$ cat src/rtl/step_counter9_pkg.sv
package step_counter9_pkg;

    typedef enum logic [1:0] {
        OP_HOLD = 2'd0,
        OP_LOAD = 2'd1,
        OP_UP   = 2'd2,
        OP_DOWN = 2'd3
    } op_e;

    typedef enum logic [1:0] {
        FLG_CLEAR  = 2'd0,
        FLG_CARRY  = 2'd1,
        FLG_BORROW = 2'd2
    } flag_state_e;

endpackage

$ cat src/rtl/step_op_decode.sv
module step_op_decode
    import step_counter9_pkg::*;
(
    input  logic load_en,
    input  logic cnt_en,
    input  logic up_sel,
    output op_e  op
);

    // load outranks stepping; reset is handled at the register
    always_comb begin
        if (load_en)
            op = OP_LOAD;
        else if (cnt_en && up_sel)
            op = OP_UP;
        else if (cnt_en)
            op = OP_DOWN;
        else
            op = OP_HOLD;
    end

endmodule

$ cat src/rtl/step_next_value.sv
module step_next_value
    import step_counter9_pkg::*;
#(
    parameter int WIDTH   = 9,
    parameter int UP_STEP = 3,
    parameter int DN_STEP = 5
) (
    input  logic [WIDTH-1:0] cur,
    input  logic [WIDTH-1:0] load_val,
    input  op_e              op,
    output logic [WIDTH-1:0] nxt,
    output logic             wrap_up,
    output logic             wrap_dn
);

    localparam int EXT = WIDTH + 1;

    logic [EXT-1:0] up_sum;
    logic [EXT-1:0] dn_diff;

    // one extra bit holds the carry-out / borrow-out
    assign up_sum  = {1'b0, cur} + EXT'(UP_STEP);
    assign dn_diff = {1'b0, cur} - EXT'(DN_STEP);

    always_comb begin
        nxt     = cur;
        wrap_up = 1'b0;
        wrap_dn = 1'b0;
        unique case (op)
            OP_LOAD: nxt = load_val;
            OP_UP: begin
                nxt     = up_sum[WIDTH-1:0];
                wrap_up = up_sum[WIDTH];
            end
            OP_DOWN: begin
                nxt     = dn_diff[WIDTH-1:0];
                wrap_dn = dn_diff[WIDTH];
            end
            OP_HOLD: nxt = cur;
        endcase
    end

endmodule

$ cat src/rtl/even_parity_gen.sv
module even_parity_gen #(
    parameter int WIDTH = 9
) (
    input  logic [WIDTH-1:0] data,
    output logic             parity
);

    logic [WIDTH-1:0] chain;

    assign chain[0] = data[0];

    generate
        for (genvar i = 1; i < WIDTH; i++) begin : g_xor
            assign chain[i] = chain[i-1] ^ data[i];
        end
    endgenerate

    assign parity = chain[WIDTH-1];

endmodule

$ cat src/rtl/step_counter9.sv
module step_counter9
    import step_counter9_pkg::*;
#(
    parameter int WIDTH   = 9,
    parameter int UP_STEP = 3,
    parameter int DN_STEP = 5
) (
    input  logic             clk,
    input  logic             rst,
    input  logic             load_en,
    input  logic [WIDTH-1:0] load_val,
    input  logic             cnt_en,
    input  logic             up_sel,
    output logic [WIDTH-1:0] count,
    output logic             parity,
    output logic             carry,
    output logic             borrow
);

    op_e              op;
    logic [WIDTH-1:0] count_q;
    logic [WIDTH-1:0] count_d;
    logic             wrap_up;
    logic             wrap_dn;
    flag_state_e      flag_q;
    flag_state_e      flag_d;

    step_op_decode u_decode (
        .load_en (load_en),
        .cnt_en  (cnt_en),
        .up_sel  (up_sel),
        .op      (op)
    );

    step_next_value #(
        .WIDTH   (WIDTH),
        .UP_STEP (UP_STEP),
        .DN_STEP (DN_STEP)
    ) u_next (
        .cur      (count_q),
        .load_val (load_val),
        .op       (op),
        .nxt      (count_d),
        .wrap_up  (wrap_up),
        .wrap_dn  (wrap_dn)
    );

    even_parity_gen #(
        .WIDTH (WIDTH)
    ) u_parity (
        .data   (count_q),
        .parity (parity)
    );

    // flag transitions: any state moves on each edge by the step outcome
    always_comb begin
        if (wrap_up)
            flag_d = FLG_CARRY;
        else if (wrap_dn)
            flag_d = FLG_BORROW;
        else
            flag_d = FLG_CLEAR;
    end

    // state and count registers
    always_ff @(posedge clk) begin
        if (rst) begin
            count_q <= '0;
            flag_q  <= FLG_CLEAR;
        end else begin
            count_q <= count_d;
            flag_q  <= flag_d;
        end
    end

    // outputs from state
    always_comb begin
        carry  = 1'b0;
        borrow = 1'b0;
        unique case (flag_q)
            FLG_CLEAR:  ;
            FLG_CARRY:  carry  = 1'b1;
            FLG_BORROW: borrow = 1'b1;
            default:    ;
        endcase
    end

    assign count = count_q;

endmodule

$ cat config.mk
export PLATFORM = sky130hd
export DESIGN_NAME = step_counter9
export DESIGN_NICKNAME = d
export VERILOG_FILES = /design/src/rtl/step_counter9_pkg.sv /design/src/rtl/step_op_decode.sv /design/src/rtl/step_next_value.sv /design/src/rtl/even_parity_gen.sv /design/src/rtl/step_counter9.sv
export SDC_FILE = /design/constraint.sdc
export NUM_CORES = 1
export LEC_CHECK = 0
export BUFFER_PORTS_ARGS = -buffer_cell sky130_fd_sc_hd__buf_2
export CAP_MARGIN = 20
export CORE_MARGIN = 8
export CORE_UTILIZATION = 25
export DETAILED_ROUTE_END_ITERATION = 10
export PLACE_DENSITY = 0.53
export REMOVE_ABC_BUFFERS = 1
export SKIP_CTS_REPAIR_TIMING = 1
export SLEW_MARGIN = 10
export SYNTH_ARGS = -nofsm -noshare
export SYNTH_HDL_FRONTEND = slang
export SYNTH_SLANG_ARGS = --single-unit
$ cat constraint.sdc
create_clock -name clk -period 5.75 [get_ports clk]
set_clock_uncertainty 0.2 [all_clocks]
set_input_delay 1.4375 -clock clk [delete_from_list [all_inputs] [get_ports clk]]
set_output_delay 1.4375 -clock clk [all_outputs]
set_load 0.005 [all_outputs]
## Word-level counts from Yosys, hierarchy flattened

Index checks and enable logic that the tools add are counted.

| storage, ports and cells | value |
|---|---|
| output and inout port bits | 12 |
| bits in registers | 11 |
| word-level logic and storage cells | 31 |
| input port bits | 14 |

| operators by class | value |
|---|---|
| add/subtract/negate cells | 2 |
| bitwise operators | 8 |
| reductions and logical operators | 3 |
| muxes and demuxes | 10 |
| equality and inequality tests | 5 |

Operator list:

| kind | number |
|---|---|
| case mux 9 bit (3 select lines) | 1 |
| adder 9 x 2 -> 10 bit (second input constant) | 1 |
| subtractor 9 x 3 -> 10 bit (second input constant) | 1 |
| two-way mux 2 bit | 4 |
| bitwise XOR 1 bit | 8 |
| == test 2 bit (second input constant) | 3 |
| two-way mux 1 bit | 5 |
| == test 2 x 1 -> 1 bit (second input constant) | 2 |
| zero test 2 bit | 1 |
| OR reduction 2 bit | 1 |
| logical AND 1 bit | 1 |

## Logic depth before layout (Yosys ltp)

| logic depth | value |
|---|---|
| depth after elaboration | 8 |
| mapped depth | 6 |
| gate-level depth less buffers | 6 |

## Hierarchy

From an unflattened synthesis, not the netlist that was laid out.

| unflattened totals | value |
|---|---|
| cell total of the unflattened synthesis | 121 |
| area, all modules | 937.1 um^2 |

Modules (own cells, without submodules):

| module | times used | area an instance (um^2) | seq. area each (um^2) | cells each |
|---|---|---|---|---|
| step_next_value | 1 | 518.0 | 0.0 | 86 |
| step_counter9 | 1 | 319.1 | 220.2 | 25 |
| even_parity_gen | 1 | 82.6 | 0.0 | 7 |
| step_op_decode | 1 | 17.5 | 0.0 | 3 |

## Worst setup path after synthesis

Ideal clock, no wire load.

| path | value |
|---|---|
| path kind | reg2out |
| start point | reg count_q[0], in the netlist count[0] |
| end point | out parity |
| slack | 2,877 ps |
| stages on the path, launching flop included | 6 |
| required time | 4,113 ps |
| buffers on the path | 0 |
| data arrival time | 1,235 ps |
| cells stage by stage | dfxtp_1 -> inv_1 -> ha_1 -> xor2_1 -> xnor2_1 -> xnor2_1 |

| on the way | value |
|---|---|
| cells in the longest elaborated chain, start to end | 8 |

Ends and longest elaborated chain:

| element | RTL line | source |
|---|---|---|
| start: declaration | step_counter9.sv:21 | `logic [WIDTH-1:0] count_q;` |
| start signal: assignment | step_counter9.sv:71 | `count_q <= count_d;` |
| bitwise XOR 1 bit (8 in a row) | even_parity_gen.sv:14 | `assign chain[i] = chain[i-1] ^ data[i];` |
| end: declaration | step_counter9.sv:15 | `output logic parity,` |

No other way between the ends.

## Worst setup path after layout

Ends and elaborated chain as after synthesis.

==> results_dict.tcl <==
set metrics [dict create \
    status "finished clean" \
    netSwitchingPower_uw 75.02 \
    drt-wirelength-per-cell_um 13.68 \
    layout_commonest_cell "buf_2" \
    cts_tree "built" \
    drt_iter0_drc 26 \
    synth_top_cell_area_share_pct 25.11 \
    endpoint "parity" \
    synth_top_family_by_area "simple AND/OR/NAND/NOR gates" \
    p_comb_share_pct 31.0 \
    holdPathStages 2 \
    end_kind "primary output" \
    period_share_pct 57.81 \
    seq_area_um2 220.2 \
    grt.total_usage_pct 9.076 \
    drive_above_1_share_pct 25.00 \
    arrival_ns 1.69 \
    maxSlewHeadroom_pct 56.56 \
    clkLatencyLatePin_ns 0.28 \
    rsz0062_at_grt "no" \
    finalNetCount 148 \
    hold_viol_final 0 \
    cts.sinks 11 \
    required_ns 4.11 \
    setup_viol 0 \
    fmax_mhz 300.8 \
    synthesis.instances 113 \
    clk_path_buf_depth 2 \
    synth.largest_area_cell "dfxtp_1" \
    fill_cells 396 \
    die_w_um 75.23 \
    postRouteAntennaNets 0 \
    synth-edff-count 0 \
    drc 0 \
    cp_max_fo 5 \
    reg2reg_from "count[0]" \
    drv_slew 0 \
    dieArea_um2 5660 \
    worstReg2RegEnd "count[8]" \
    maxCapViolations 0 \
    setup_tns_ns 0 \
    p_per_area_nw_per_um2 210.0 \
    grt_pass1_wl_mm 4.064 \
    hp-class "flop to flop" \
    grt.overflow.total 0 \
    clkPwrFrac_pct 26.3 \
    vias_per_cell 5.051 \
    r2r_cells 6 \
    finalPower_uw 218.6 \
    root_buffer "clkbuf_4" \
    final.min_clock_period_ns 3.324 \
    path_clk_slew_ns 0.08 \
    synth_compound_area_share_pct 21.54 \
    dp_hpwl_mm 1.786 \
    grt_pass1_vias 918 \
    cts_max_level 1 \
    grt_max_degree 24 \
    muxShareOfSynthArea_pct 2.282 \
    die_h_um 75.23 \
    p_leak_uw 0.0004133 \
    synth_top_flop_cell "dfxtp_1" \
    synth_xor_area_share_pct 9.986 \
    vias 899 \
    firstDrtPassIters 4 \
    cts_buffers 3 \
    gp_congestion 0.7848 \
    tightest_slew_ns 0.6503 \
    netlist_area_um2 877.1 \
    vdd_drop_max_uv 55.89 \
    initial_utilization_pct 26.08 \
    layout_common_cells "buf_2, dfxtp_1, xnor2_1, nor2_1, a21oi_1" \
    crit_start "count[0]" \
    r2r_setup_slack_ns 3.67 \
    numPortBuffers 25 \
    synthArstFlopShare_pct 0 \
    synth.avg_cell_area_um2 7.762 \
    ys_seq_area_share_pct 25.11 \
    cp-start-kind "flop" \
    area_growth_syn_to_layout_pct 18.69 \
    crit_type "flop to primary output" \
    row_count 21 \
    num_antenna_cells 0 \
    synth.area.top_cells "dfxtp_1, xnor2_1, clkbuf_1" \
    synth-seq-cells 11 \
    multi_input_area_um2 596.8 \
    ys_types 41 \
    antenna_found_initial 0 \
    coreArea_um2 3363 \
    ioPinCount 26 \
    synthAdderAreaFrac_pct 1.427 \
    synth-simple-area-share_pct 32.81 \
    ys_warn_count 0 \
    power_frac_seq_pct 42.7 \
    wl_mm 2.435 \
    p_int_uw 143.6 \
    swShare_pct 34.32 \
]
-- how the worst min path moves through the flow --
stage           endpoint      from
6_report       flag_q[0]  count[8]
5_1_grt        flag_q[0]  count[8]
4_1_cts        flag_q[0]  count[8]
3_5_place_dp   flag_q[0]  count[8]
3_3_place_gp   flag_q[0]  count[8]
2_1_floorplan  flag_q[0]  count[8]
-- worst max-delay path: stages, from the launching register on --
cell and delay [ns]:
dfxtp_1 0.41, inv_1 0.07, ha_1 0.32, xor2_1 0.16, xnor2_1 0.20, xnor2_1 0.13
buf_2 0.13
-- Yosys cell counts (all sizes together) (3+ instances only) --
cell type / n
a21oi: 6
clkbuf: 9
dfxtp: 11
inv: 4
nand2: 5
nand3: 5
nand3b: 3
nand4: 3
nor2: 7
nor2b: 5
nor3: 3
nor4: 3
o211ai: 4
o21ai: 4
or3: 3
xnor2: 9
-- power groups by stage --
stage | sequential, uW | combinational [uW] | clock, uW
3_3_place_gp | 94.6 | 67.6 | 0
3_5_place_dp | 95.0 | 68.3 | 0
2_1_floorplan | 92.7 | 42.3 | 0
4_1_cts | 93.1 | 68.9 | 57.2
5_1_grt | 95.2 | 76.5 | 64.1
6_report | 93.3 | 67.7 | 57.5
-- cells by family after synthesis --
group,Yosys count
xor+xnor,10
flops,11
fa+ha+maj,1
mux,2
simple gates,48
compound gates,27
buf+inv,14
-- registers in the layout, summed over array words and instances, names as in the netlist --
register  count
flag_q        2
count         9
-- area by class of cell --
cell class                      count  area share [%]
Multi-Input combinational cell     88           57.33
Sequential cell                    11           21.15
Timing Repair Buffer               25           12.02
Tap cell                           46           5.529
Clock buffer                        4           2.524
Inverter                            4           1.442
-- metal layers --
layer / vias to the layer above / routed length, um / global-route usage [%]
met5: - / 0 / 0
met4: 0 / 21 / 2.772
met3: 3 / 138 / 2.264
met2: 22 / 1126 / 14.40
met1: 421 / 1148 / 11.68
li1: 453 / - / -
-- stage by stage --
stage | utilization, % | setup WS, ns | instances | area [um^2] | hold WS [ns]
after floorplan | - | 2.878 | 103 | 832.0 | 0.2937
after CTS | 30.95 | 2.412 | 178 | 1041 | 0.3292
after global routing | 30.95 | 2.296 | 178 | 1041 | 0.3639
after detailed placement | 30.17 | 2.717 | 174 | 1015 | 0.3165
final | 30.95 | 2.426 | 178 | 1041 | 0.3238
after global placement | 30.17 | 2.748 | 174 | 1015 | 0.3105
Power figures use the tool's default switching activity.
